### src/rtl/fmul_pkg.sv
package fmul_pkg;

  typedef struct packed {
    logic load;
  } fmulStrobe_t;

  function automatic int csaNext(input int n);
    return 2 * (n / 3) + (n % 3);
  endfunction

  function automatic int csaCountAt(input int n, input int lvl);
    int c;
    c = n;
    for (int i = 0; i < lvl; i++) c = csaNext(c);
    return c;
  endfunction

  function automatic int csaLevels(input int n);
    int c;
    int l;
    c = n;
    l = 0;
    while (c > 2) begin
      c = csaNext(c);
      l++;
    end
    return l;
  endfunction

endpackage

### src/rtl/fmul_ppgen.sv
module fmul_ppgen #(
  parameter int SIG_W = 11
) (
  input  logic [SIG_W-1:0]   sigX,
  input  logic [SIG_W-1:0]   sigY,
  output logic [2*SIG_W-1:0] ppRows [SIG_W]
);
  localparam int PROD_W = 2 * SIG_W;

  for (genvar r = 0; r < SIG_W; r++) begin : g_row
    logic [SIG_W-1:0] andBits;
    assign andBits = sigX & {SIG_W{sigY[r]}};
    assign ppRows[r] = PROD_W'({{SIG_W{1'b0}}, andBits} << r);
  end
endmodule

### src/rtl/fmul_csa_tree.sv
module fmul_csa_tree import fmul_pkg::*; #(
  parameter int ROWS  = 11,
  parameter int WIDTH = 22
) (
  input  logic [WIDTH-1:0] inRows [ROWS],
  output logic [WIDTH-1:0] sumVec,
  output logic [WIDTH-1:0] carryVec
);
  localparam int LEVELS = csaLevels(ROWS);

  logic [WIDTH-1:0] lvl [LEVELS+1][ROWS];

  for (genvar i = 0; i < ROWS; i++) begin : g_in
    assign lvl[0][i] = inRows[i];
  end

  for (genvar l = 0; l < LEVELS; l++) begin : g_lvl
    localparam int CNT = csaCountAt(ROWS, l);
    localparam int GRP = CNT / 3;
    localparam int REM = CNT % 3;
    localparam int USED = 2 * GRP + REM;

    for (genvar g = 0; g < GRP; g++) begin : g_fa
      logic [WIDTH-1:0] xA, xB, xC;
      assign xA = lvl[l][3*g];
      assign xB = lvl[l][3*g+1];
      assign xC = lvl[l][3*g+2];
      assign lvl[l+1][2*g]   = xA ^ xB ^ xC;
      assign lvl[l+1][2*g+1] = ((xA & xB) | (xA & xC) | (xB & xC)) << 1;
    end

    for (genvar r = 0; r < REM; r++) begin : g_pass
      assign lvl[l+1][2*GRP+r] = lvl[l][3*GRP+r];
    end

    for (genvar u = USED; u < ROWS; u++) begin : g_idle
      assign lvl[l+1][u] = '0;
    end
  end

  assign sumVec   = lvl[LEVELS][0];
  assign carryVec = lvl[LEVELS][1];
endmodule

### src/rtl/fmul_norm.sv
module fmul_norm #(
  parameter int FRAC_W = 10
) (
  input  logic [2*FRAC_W+1:0] prodRaw,
  output logic [FRAC_W-1:0]   fracOut,
  output logic                normShift
);
  localparam int PROD_W = 2 * FRAC_W + 2;

  assign normShift = prodRaw[PROD_W-1];
  assign fracOut   = normShift ? prodRaw[PROD_W-2 -: FRAC_W]
                               : prodRaw[PROD_W-3 -: FRAC_W];
endmodule

### src/rtl/fmul_ctrl.sv
module fmul_ctrl import fmul_pkg::*; (
  input  logic        clk,
  input  logic        rstN,
  input  logic        inValid,
  output fmulStrobe_t strobe,
  output logic        outValid
);
  assign strobe.load = inValid;

  always_ff @(posedge clk or negedge rstN) begin
    if (!rstN) outValid <= 1'b0;
    else       outValid <= inValid;
  end
endmodule

### src/rtl/fmul_datapath.sv
module fmul_datapath import fmul_pkg::*; #(
  parameter int EXP_W  = 5,
  parameter int FRAC_W = 10
) (
  input  logic                      clk,
  input  logic                      rstN,
  input  fmulStrobe_t               strobe,
  input  logic [EXP_W+FRAC_W:0]     opA,
  input  logic [EXP_W+FRAC_W:0]     opB,
  output logic [EXP_W+FRAC_W:0]     result,
  output logic                      flagSign,
  output logic                      flagZero,
  output logic                      flagOverflow
);
  localparam int WORD_W  = 1 + EXP_W + FRAC_W;
  localparam int SIG_W   = FRAC_W + 1;
  localparam int PROD_W  = 2 * SIG_W;
  localparam int BIAS    = (1 << (EXP_W - 1)) - 1;
  localparam int EXP_MAX = (1 << EXP_W) - 2;
  localparam int EC_W    = EXP_W + 2;

  logic             signRes;
  logic [EXP_W-1:0] expA, expB;
  logic [SIG_W-1:0] sigA, sigB;
  logic             zeroIn;

  assign signRes = opA[WORD_W-1] ^ opB[WORD_W-1];
  assign expA    = opA[WORD_W-2 -: EXP_W];
  assign expB    = opB[WORD_W-2 -: EXP_W];
  assign sigA    = {1'b1, opA[FRAC_W-1:0]};
  assign sigB    = {1'b1, opB[FRAC_W-1:0]};
  assign zeroIn  = (opA[WORD_W-2:0] == '0) || (opB[WORD_W-2:0] == '0);

  logic [PROD_W-1:0] ppRows [SIG_W];
  logic [PROD_W-1:0] sumVec, carryVec, prodRaw;
  logic [FRAC_W-1:0] fracN;
  logic              normShift;

  fmul_ppgen #(.SIG_W(SIG_W)) u_ppgen (
    .sigX(sigA), .sigY(sigB), .ppRows(ppRows)
  );

  fmul_csa_tree #(.ROWS(SIG_W), .WIDTH(PROD_W)) u_tree (
    .inRows(ppRows), .sumVec(sumVec), .carryVec(carryVec)
  );

  assign prodRaw = sumVec + carryVec;

  fmul_norm #(.FRAC_W(FRAC_W)) u_norm (
    .prodRaw(prodRaw), .fracOut(fracN), .normShift(normShift)
  );

  logic [EC_W-1:0]   expSum;
  logic [EC_W-1:0]   expField;
  logic              underflow, overflow;
  logic [WORD_W-1:0] resNext;
  logic              zeroNext, ovfNext;

  assign expSum    = EC_W'(expA) + EC_W'(expB) + EC_W'(normShift);
  assign expField  = expSum - EC_W'(BIAS);
  assign underflow = expSum < EC_W'(BIAS + 1);
  assign overflow  = expSum > EC_W'(EXP_MAX + BIAS);

  always_comb begin
    zeroNext = 1'b0;
    ovfNext  = 1'b0;
    if (zeroIn || underflow) begin
      resNext  = {signRes, {(WORD_W-1){1'b0}}};
      zeroNext = 1'b1;
    end else if (overflow) begin
      resNext  = {signRes, EXP_W'(EXP_MAX), {FRAC_W{1'b1}}};
      ovfNext  = 1'b1;
    end else begin
      resNext  = {signRes, expField[EXP_W-1:0], fracN};
    end
  end

  always_ff @(posedge clk or negedge rstN) begin
    if (!rstN) begin
      result       <= '0;
      flagSign     <= 1'b0;
      flagZero     <= 1'b0;
      flagOverflow <= 1'b0;
    end else if (strobe.load) begin
      result       <= resNext;
      flagSign     <= signRes;
      flagZero     <= zeroNext;
      flagOverflow <= ovfNext;
    end
  end
endmodule

### src/rtl/fmul_cs_top.sv
module fmul_cs_top import fmul_pkg::*; #(
  parameter int EXP_W  = 5,
  parameter int FRAC_W = 10
) (
  input  logic                  clk,
  input  logic                  rstN,
  input  logic                  inValid,
  input  logic [EXP_W+FRAC_W:0] opA,
  input  logic [EXP_W+FRAC_W:0] opB,
  output logic                  outValid,
  output logic [EXP_W+FRAC_W:0] result,
  output logic                  flagSign,
  output logic                  flagZero,
  output logic                  flagOverflow
);
  fmulStrobe_t strobe;

  fmul_ctrl u_ctrl (
    .clk(clk), .rstN(rstN), .inValid(inValid),
    .strobe(strobe), .outValid(outValid)
  );

  fmul_datapath #(.EXP_W(EXP_W), .FRAC_W(FRAC_W)) u_dp (
    .clk(clk), .rstN(rstN), .strobe(strobe), .opA(opA), .opB(opB),
    .result(result), .flagSign(flagSign), .flagZero(flagZero),
    .flagOverflow(flagOverflow)
  );
endmodule

### config.mk
export PLATFORM = sky130hd
export DESIGN_NAME = fmul_cs_top
export DESIGN_NICKNAME = d
export VERILOG_FILES = /design/src/rtl/fmul_pkg.sv /design/src/rtl/fmul_ppgen.sv /design/src/rtl/fmul_csa_tree.sv /design/src/rtl/fmul_norm.sv /design/src/rtl/fmul_ctrl.sv /design/src/rtl/fmul_datapath.sv /design/src/rtl/fmul_cs_top.sv
export SDC_FILE = /design/constraint.sdc
export NUM_CORES = 1
export LEC_CHECK = 0
export BUFFER_PORTS_ARGS = -buffer_cell sky130_fd_sc_hd__buf_2
export CELL_PAD_IN_SITES_DETAIL_PLACEMENT = 2
export CELL_PAD_IN_SITES_GLOBAL_PLACEMENT = 2
export CORE_AREA = 5 5 119 121
export CTS_BUF_LIST = sky130_fd_sc_hd__clkbuf_16
export CTS_CLUSTER_DIAMETER = 100
export DETAILED_ROUTE_END_ITERATION = 12
export DIE_AREA = 0 0 124 126
export PLACE_DENSITY = 0.81
export SYNTH_ARGS = -nofsm -noshare
export SYNTH_HDL_FRONTEND = slang
export SYNTH_SLANG_ARGS = --single-unit
export TNS_END_PERCENT = 1
### constraint.sdc
create_clock -name clk -period 1.26 [get_ports clk]
set_input_delay 0.189 -clock clk [delete_from_list [all_inputs] [get_ports clk]]
set_output_delay 0.189 -clock clk [all_outputs]
set_load 0.02 [all_outputs]
# --- Yosys cells after proc, flatten, opt, wreduce, memory -nomap -nowiden ---
# Cells that the tools add are included.
totals:
  register_bits: 20
  output_inout_bits: 20
  ramBits: 0
  wordCells: 95
  latch_bits: 0
  mem_bits_ro: 0
  memories: 0
  inputBits: 35
op_classes:
  bitwise: 74
  shifts: 0
  n_mul: 0
  n_addsub: 4
  n_eq_ne: 0
  order_cmp: 2
  div_mod_pow: 0
  mux: 6
  reduce_logical: 4
op_table:
  columns: ["cell", "count"]
  rows:
  - ["21-bit OR", 9]
  - ["21-bit AND", 8]
  - ["11-bit AND", 10]
  - ["22-bit XOR", 3]
  - ["21-bit by 20-bit AND with 21-bit output", 3]
  - ["17-bit by 19-bit AND with 19-bit output", 2]
  - ["14-bit by 16-bit AND with 16-bit output", 2]
  - ["15-bit zero test", 2]
  - ["15-bit two-way mux", 2]
  - ["22-bit adder", 1]
  - ["16-bit by 22-bit XOR with 22-bit output", 1]
  - ["22-bit by 20-bit XOR with 22-bit output", 1]
  - ["22-bit by 21-bit XOR with 22-bit output", 1]
  - ["20-bit by 21-bit AND with 21-bit output", 1]
  - ["21-bit by 14-bit AND with 21-bit output", 1]
  - ["21-bit by 16-bit AND with 21-bit output", 1]
  - ["21-bit by 16-bit OR with 21-bit output", 1]
  - ["21-bit by 20-bit XOR with 21-bit output", 1]
  - ["21-bit XOR", 1]
  - ["17-bit by 20-bit AND with 20-bit output", 1]
  - ["19-bit by 20-bit AND with 20-bit output", 1]
  - ["19-bit by 20-bit OR with 20-bit output", 1]
  - ["20-bit OR", 1]
  - ["19-bit by 20-bit XOR with 20-bit output", 1]
  - ["31 further kinds", 34]

# --- Logic depth before layout (Yosys ltp) ---
# Gate-level depths: netlist of run 1.
depth:
  ltp_word: 21
  mapped_depth: 29
  ltp_nobuf: 26

# --- By module ---
# Synthesis of run 1 repeated with hierarchy kept, for this count alone.
hier_totals:
  hier_cells: 952
  area_unflattened_um2: 8978.6
modules_own_cells:
  columns: ["mod", "n_inst", "cells_per_inst", "seq_area_each_um2", "area_per_inst_um2"]
  rows:
  - ["fmul_csa_tree", 1, 409, 0.0, 4645.7]
  - ["fmul_datapath", 1, 264, 450.4, 2244.7]
  - ["fmul_ppgen", 1, 265, 0.0, 1886.8]
  - ["fmul_norm", 1, 12, 0.0, 168.9]
  - ["fmul_ctrl", 1, 2, 25.0, 32.5]

# --- Least setup slack after synthesis of run 1 ---
# No wires, ideal clock.
synth_timing:
  path_kind: "input to register"
  startpoint: "in opA[2]"
  endpoint: "reg u_dp.result[3]"
  n_path_buf: 2
  path_stages: 26
  t_arrival_ns: 6.633
  t_required_ns: 1.140
  slack_ns: -5.493
  setup_time_ns: 0.120
  cell_sequence: "clkbuf_1 -> and2_1 -> fa_1 -> fa_1 -> inv_1 -> fa_1 -> fa_1 -> fa_1 -> inv_1 -> ha_1 -> nand2_1 -> o21ai_1 -> o31ai_2 -> mux2_4 -> nor2_8 -> inv_4 -> fa_1 -> fa_1 -> nor2b_1 -> o21ai_1 -> nand2b_1 -> xor2_1 -> o31ai_1 -> clkbuf_1 -> a21oi_1 -> a31o_1"
synth_between:
  elab_chain_cells: 21
  word_cells_on_any_way: 83
  cone_classes: "add/sub (2); order compare (2); mux (3); bitwise (73); reduce/logical (3)"
synth_rtl:
  columns: ["item", "line_no", "text"]
  rows:
  - ["start, declared", "fmul_cs_top.sv:8", "input logic [EXP_W+FRAC_W:0] opA,"]
  - ["11-bit AND", "fmul_ppgen.sv:12", "assign andBits = sigX & {SIG_W{sigY[r]}};"]
  - ["11-bit by 12-bit AND with 12-bit output or 11-bit by 13-bit AND with 13-bit output (tied branches)", "fmul_csa_tree.sv:29", "assign lvl[l+1][2*g+1] = ((xA & xB) | (xA & xC) | (xB & xC)) << 1;"]
  - ["12-bit by 13-bit OR with 13-bit output", "fmul_csa_tree.sv:29", null]
  - ["13-bit OR", "fmul_csa_tree.sv:29", null]
  - ["21-bit by 14-bit AND with 21-bit output", "fmul_csa_tree.sv:29", null]
  - ["21-bit OR", "fmul_csa_tree.sv:29", null]
  - ["21-bit by 16-bit OR with 21-bit output", "fmul_csa_tree.sv:29", null]
  - ["21-bit AND", "fmul_csa_tree.sv:29", null]
  - ["[... 3 more ...]", null, null]
  - ["21-bit OR (2 in a row)", "fmul_csa_tree.sv:29", null]
  - ["21-bit AND", "fmul_csa_tree.sv:29", null]
  - ["21-bit OR (2 in a row)", "fmul_csa_tree.sv:29", null]
  - ["22-bit adder", "fmul_datapath.sv:47", "assign prodRaw = sumVec + carryVec;"]
  - ["6-bit by 1-bit adder with 7-bit output", "fmul_datapath.sv:59", "assign expSum = EC_W'(expA) + EC_W'(expB) + EC_W'(normShift);"]
  - ["7-bit by 6-bit > comparator with 1-bit output or 7-bit by 5-bit less-than comparator with 1-bit output (tied branches)", "fmul_datapath.sv:62, fmul_datapath.sv:61", null]
  - ["15-bit two-way mux or 1-bit logical OR (tied branches)", "fmul_datapath.sv:70, fmul_datapath.sv:67", null]
  - ["15-bit two-way mux *", "fmul_datapath.sv:67", "if (zeroIn || underflow) begin"]
  - ["end signal, assigned", "fmul_datapath.sv:85", "result <= resNext;"]
  - ["end, declared", "fmul_datapath.sv:10", "output logic [EXP_W+FRAC_W:0] result,"]
# Mark *: on every way between the ends. The rest lies on a longest branch, timed or not.
# A chain may end at the register's enable or synchronous reset.

# --- Final worst setup path of run 1 ---
layout_timing:
  startpoint: "in opA[5]"
  endpoint: "reg u_dp.result[9]"
# Same word-level chain as after synthesis.

==> flow_summary.json, run 1 <==
{
  "status": "complete, but fails checks",
  "violations": "negative setup slack",
  "clkTransAtPathRegs_ns": 0.07,
  "grt_use_total_pct": 34.6,
  "fin_tns_setup_ns": -95.60,
  "hold_path.class": "primary input to flop",
  "mostFrequentLayoutCells": "buf_4, inv_1, fa_1",
  "pin_count": 55,
  "cts_sinks": 19,
  "yosys_register_bits": 19,
  "synth_seq_area_share_pct": 9.87,
  "avgSynthCellArea_um2": 9.32,
  "fin_util_pct": 50.7,
  "power_density_mw_per_mm2": 3440,
  "num_rows": 42,
  "vias": 5206,
  "fin_crit_ns": 7.00,
  "cts_max_level": 1,
  "max_cap_viol_count": 0,
  "core-area_mm2": 0.0130,
  "leakagePower_nw": 3.19,
  "cts_buffer_depth": 2,
  "synth_cell_types": 62,
  "port_buffers": 54,
  "crit_type": "primary input to flop",
  "setup_viol": 17,
  "synthFlopType": "dfrtp_1",
  "drt_wl_total_um": 29400,
  "cp.buffers_inverters": 7,
  "ys_top_cells_by_area": "fa_1, ha_1, dfrtp_1",
  "clock_latency_ns": 0.27,
  "yosysTopAreaCellShare_pct": 35.7,
  "initial_core_util_pct": 37.1,
  "cpLargestDelayFamily": "adder cells",
  "pwr-share-seq_pct": 5.2,
  "cts_tree": "done",
  "dp_worst_setup_slack_ns": -5.86,
  "cp_max_fo": 7,
  "antenna_found_initial": 0,
  "clkPwrFrac_pct": 3.3,
  "critPathLaunchType": "primary input",
  "synthArstFlopShare_pct": 100,
  "max_freq_mhz": 143,
  "drive_above_1_share_pct": 39.3,
  "synth_area_mm2": 0.00482,
  "stdcell_count": 847,
  "first_global_vias": 5969,
  "overflow": 0,
  "yosysTopAreaCell": "fa_1",
  "cp_slowest_cell": "fa_1",
  "wire_per_inst_um": 34.7,
  "critPathMostFrequentCell": "fa_1",
  "dr.pass1.iters": 5,
  "synth_cells": 517,
  "vdd_ir_drop_max_mv": 1.59,
  "postRouteAntennaNets": 0,
  "finalHoldViolCount": 0,
  "die_y_um": 126,
  "rsz0062_at_grt": "yes",
  "layout_setup_ws_ns": -5.74,
  "required_ns": 1.42,
  "final_common_cell": "buf_4",
  "cts_made_buffers": 3,
  "die_width_um": 124,
  "synthesis.yosys.warnings": 0,
  "net-switching-power_mw": 12.8,
  "drv_slew": 0,
  "endpoint_kind": "flop",
  "relSlewSlack_pct": 52.3,
  "skew_ns": 0,
  "intPower_mw": 9.85,
  "nets": 834,
  "grt_max_degree": 20,
  "area_growth_pct": 36.5,
  "root_buffer": "clkbuf_16",
  "tightest_slew_ns": 0.710,
  "combPwrFrac_pct": 91.6,
  "die-area_mm2": 0.0156,
  "drc": 0,
  "switching_share_pct": 56.5,
  "drt_iter0_markers": 426,
  "placedCellCount": 831,
  "fin_crit_sh_pct": 556,
  "arrival_ns": 7.16,
  "gp_congestion": 0.849,
  "cpPeakStageDelay_ns": 0.63,
  "viasPerCell": 6.15,
  "syn_nets": 680,
  "dp_hpwl_um": 17400,
  "grt_pass1_wl_um": 39100,
  "synth_edf_count": 0
}
[power groups by stage]
stage	Combinational (mW)	Clock, mW	Sequential [mW]
after CTS	17.6	0.683	1.08
after detailed placement	15.6	0	1.06
after global routing	21.3	0.763	1.16
after floorplan	8.44	0	1.33
final	20.7	0.744	1.17
after global placement	13.9	0	1.03
[registers in the layout (all words and copies together) (netlist names)]
register	count
u_dp.flagZero	1
u_ctrl.outValid	1
u_dp.flagOverflow	1
u_dp.flagSign	1
u_dp.result	15
[final timing paths]
kind / slack [ns] / to / depth (start not counted) / start
min in group asynchronous: 0.46 / u_dp.flagZero / 2 / rstN
min reg2reg: 0.57 / u_dp.result[10] / 1 / u_dp.result[10]
min: 0.28 / u_dp.flagSign / 3 / opB[15]
max in group asynchronous: 0.44 / u_dp.result[4] / 2 / rstN
max: -5.74 / u_dp.result[9] / 28 / opA[5]
max reg2reg: -0.16 / u_dp.result[9] / 3 / u_dp.result[9]
[synthesized netlist by cell type, drive strengths merged, types with 4 or more instances]
master / n
nor4: 8
a21boi: 8
mux2i: 4
a21oi: 12
nor3: 10
o31ai: 5
inv: 83
o221ai: 4
nand2: 36
and2: 73
nand3: 5
o21ai: 14
nand4: 6
dfrtp: 19
a21o: 4
xor2: 9
ha: 42
xnor2: 6
fa: 86
nor2: 17
clkbuf: 23
[per-layer routing]
metal,routed length (um),vias up,share of wire [%],global-route usage (%)
met5,0,-,0,0
met4,2390,0,8.1,19.1
met3,1760,161,6.0,5.29
met2,15200,347,52,61.3
met1,10100,2720,34,39.0
li1,-,1978,-,-
[worst register-to-register path, delay by kind of cell, from the launching register on]
kind               cells  cell delay [ns]
AOI/OAI and AO/OA      1             0.32
and+or+nand+nor        2             0.52
DFF                    1             0.47
[repair_timing]
action                                 in CTS  in global routing
resized for setup                          47                 47
endpoints found under the hold margin      19                  0
pin swaps                                  25                 18
hold buffers                                1                  0
setup buffers                               7                  3
setup endpoints to repair                  17                 17
[metrics by stage]
step,power (mW),hold WS (ns),area (um2)
6_report,22.6,0.282,6580
3_3_place_gp,14.9,0.142,6060
4_1_cts,19.4,0.234,6410
5_1_grt,23.2,0.296,6570
3_5_place_dp,16.7,0.164,6060
2_1_floorplan,9.77,-0.107,4860
[logic make-up (layout without fill, tap and decap cells)]
logic type | count (synthesis) | count (layout) | synth area share [%]
xor gates and xnor gates | 15 | 15 | 2.73
other | 0 | 1 | 0
AOI/OAI and AO/OA | 74 | 74 | 11.2
buffers and inverters | 108 | 261 | 8.65
and+or+nand+nor | 168 | 168 | 19.8
DFF | 19 | 19 | 9.87
muxes | 5 | 5 | 1.14
adders and majority gates | 128 | 128 | 46.6
[cell type report]
type | count | area [um2]
fill | 1362 | 6400
multi-input combinational | 390 | 4260
timing repair buffer | 174 | 1230
sequential | 19 | 475
inverter | 83 | 314
tap | 176 | 220
clock buffer | 3 | 75.1
clock inverter | 1 | 3.75
antenna | 1 | 2.50
(Power assumes the default switching activity.)
==> run 2, diff against run 1 <==
--- a/config.mk
+++ b/config.mk
@@ -13,7 +13,9 @@
 export CTS_CLUSTER_DIAMETER = 100
 export DETAILED_ROUTE_END_ITERATION = 12
 export DIE_AREA = 0 0 124 126
+export GPL_TIMING_DRIVEN = 0
 export PLACE_DENSITY = 0.81
+export REMOVE_ABC_BUFFERS = 1
 export SYNTH_ARGS = -nofsm -noshare
 export SYNTH_HDL_FRONTEND = slang
 export SYNTH_SLANG_ARGS = --single-unit
==> run 2 against run 1 <==
Effect of this change:
- the run still ends with negative setup slack left
- routed wire length fell by 37%
- critical path type unchanged
- worst hold slack lost 0.071 ns
- non-clock buffer count down 88
- die area is the same
- global-route usage shrank 12 points
- cell count shrank 10%
- combinational power is 26% lower
- total power is 24% lower
- first-iteration DRC count fell by 54%
==> flow_summary.json, run 2 (synthesis results as in run 1) <==
{
  "die_y_um": 126,
  "setup_viol": 17,
  "num_rows": 42,
  "gp_congestion": 0.786,
  "cts_max_level": 1,
  "die_width_um": 124,
  "antenna_found_initial": 0,
  "status": "complete, but fails checks",
  "port_buffers": 54,
  "placedCellCount": 722,
  "placed_area_mm2": 0.00521,
  "vdd_ir_drop_max_mv": 1.19,
  "final_common_cell": "fa_1",
  "cts_buffer_depth": 2,
  "arrival_ns": 6.86,
  "die-area_mm2": 0.0156,
  "cts_sinks": 19,
  "cpPeakStageDelay_ns": 0.64,
  "crit_type": "primary input to flop",
  "drive_above_1_share_pct": 27.1,
  "dp_worst_setup_slack_ns": -6.40,
  "mostFrequentLayoutCells": "fa_1, inv_1, and2_1",
  "dp_hpwl_um": 11800,
  "finalHoldViolCount": 0,
  "max_cap_viol_count": 0,
  "overflow": 0,
  "max_freq_mhz": 149,
  "core-area_mm2": 0.0130,
  "viasPerCell": 5.49,
  "tightest_slew_ns": 0.724,
  "drc": 0,
  "dr.pass1.iters": 4,
  "root_buffer": "clkbuf_16",
  "grt_pass1_wl_um": 27600,
  "critPathLaunchType": "primary input",
  "area_growth_pct": 26.4,
  "rsz0062_at_grt": "yes",
  "power_density_mw_per_mm2": 2820,
  "skew_ns": 0,
  "fin_crit_sh_pct": 533,
  "nets": 747,
  "stdcell_count": 759,
  "cts_made_buffers": 3,
  "postLayoutCellArea_mm2": 0.00609,
  "relSlewSlack_pct": 51.7,
  "hold_path.class": "primary input to flop",
  "diodes": 0,
  "fillers": 1405,
  "cts_tree": "done",
  "clock_latency_ns": 0.25,
  "required_ns": 1.40,
  "fin_tns_setup_ns": -90.14,
  "drv_slew": 0,
  "endpoint_kind": "flop",
  "drt_wl_total_um": 18600,
  "grt_max_degree": 20,
  "top_register": "u_dp.result",
  "largest_register_ffs": 15,
  "vias": 4167,
  "multi_input_area_mm2": 0.00430,
  "grt_use_total_pct": 22.7,
  "fin_crit_ns": 6.71,
  "critPathMostFrequentCell": "fa_1",
  "drt_iter0_markers": 195,
  "wire_per_inst_um": 24.5,
  "cp_max_fo": 12,
  "leakagePower_nw": 2.86,
  "regArea_um2": 475,
  "first_global_vias": 4978,
  "violations": "negative setup slack",
  "layout_setup_ws_ns": -5.45,
  "cp_slowest_cell": "nor3b_1",
  "initial_core_util_pct": 37.1,
  "postRouteAntennaNets": 0,
  "fin_util_pct": 46.9,
  "pin_count": 55,
  "clkTransAtPathRegs_ns": 0.06
}
[run 2: area by class of cell]
class	instances	share of cell area, %
Clock buffer	3	1.23
Clock inverter	1	0.0822
Inverter	83	5.24
Multi-Input combinational cell	391	70.5
Sequential cell	19	7.81
Tap cell	176	3.62
Timing Repair Buffer	86	11.5
[run 2: per-stage QoR]
stage	hold WS (ns)	power (mW)
after detailed placement	0.149	12.6
after global routing	0.203	18.4
after floorplan	-0.107	9.53
after global placement	0.144	12.0
final	0.210	17.1
after CTS	0.194	14.9
[run 2: what timing repair did]
| item | 4_1_cts | 5_1_grt |
|---|---|---|
| setup buffers | 29 | 2 |
| gates resized for setup | 88 | 39 |
| cloned | 1 | 0 |
| hold endpoints to repair | 19 | 0 |
| pin swaps | 25 | 15 |
| setup endpoints to repair | 17 | 17 |
| hold buffers | 1 | 0 |
[run 2: where the power goes]
part	total (mW)	internal (mW)	switching, mW
clock network	0.679	0.426	0.252
registers	1.07	0.891	0.183
logic	15.4	6.28	9.11
[run 2: worst max-delay path: cells and delay by family]
family,cells,cell delay (ns)
mux,1,0.29
buf+inv,6,0.63
compound gates,6,1.26
fa+ha+maj,7,3.08
simple gates,6,1.41
[run 2: final timing paths]
check	slack, ns	cells past startpoint	from	to
setup reg to reg	0.24	3	u_dp.result[9]	u_dp.result[9]
min in group asynchronous	0.44	2	rstN	u_dp.result[1]
setup / recovery	-5.45	26	opB[8]	u_dp.result[3]
hold / removal	0.21	1	inValid	u_ctrl.outValid
hold reg to reg	0.49	2	u_dp.flagZero	u_dp.flagZero
max in group asynchronous	0.48	2	rstN	u_ctrl.outValid
[run 2: routing by layer]
layer | vias up | share of wire (%) | track usage [%]
met4 | 0 | 2.4 | 4.96
met1 | 2233 | 38 | 27.8
met2 | 93 | 57 | 42.6
li1 | 1809 | - | -
met3 | 32 | 2.2 | 2.06
met5 | - | 0 | 0
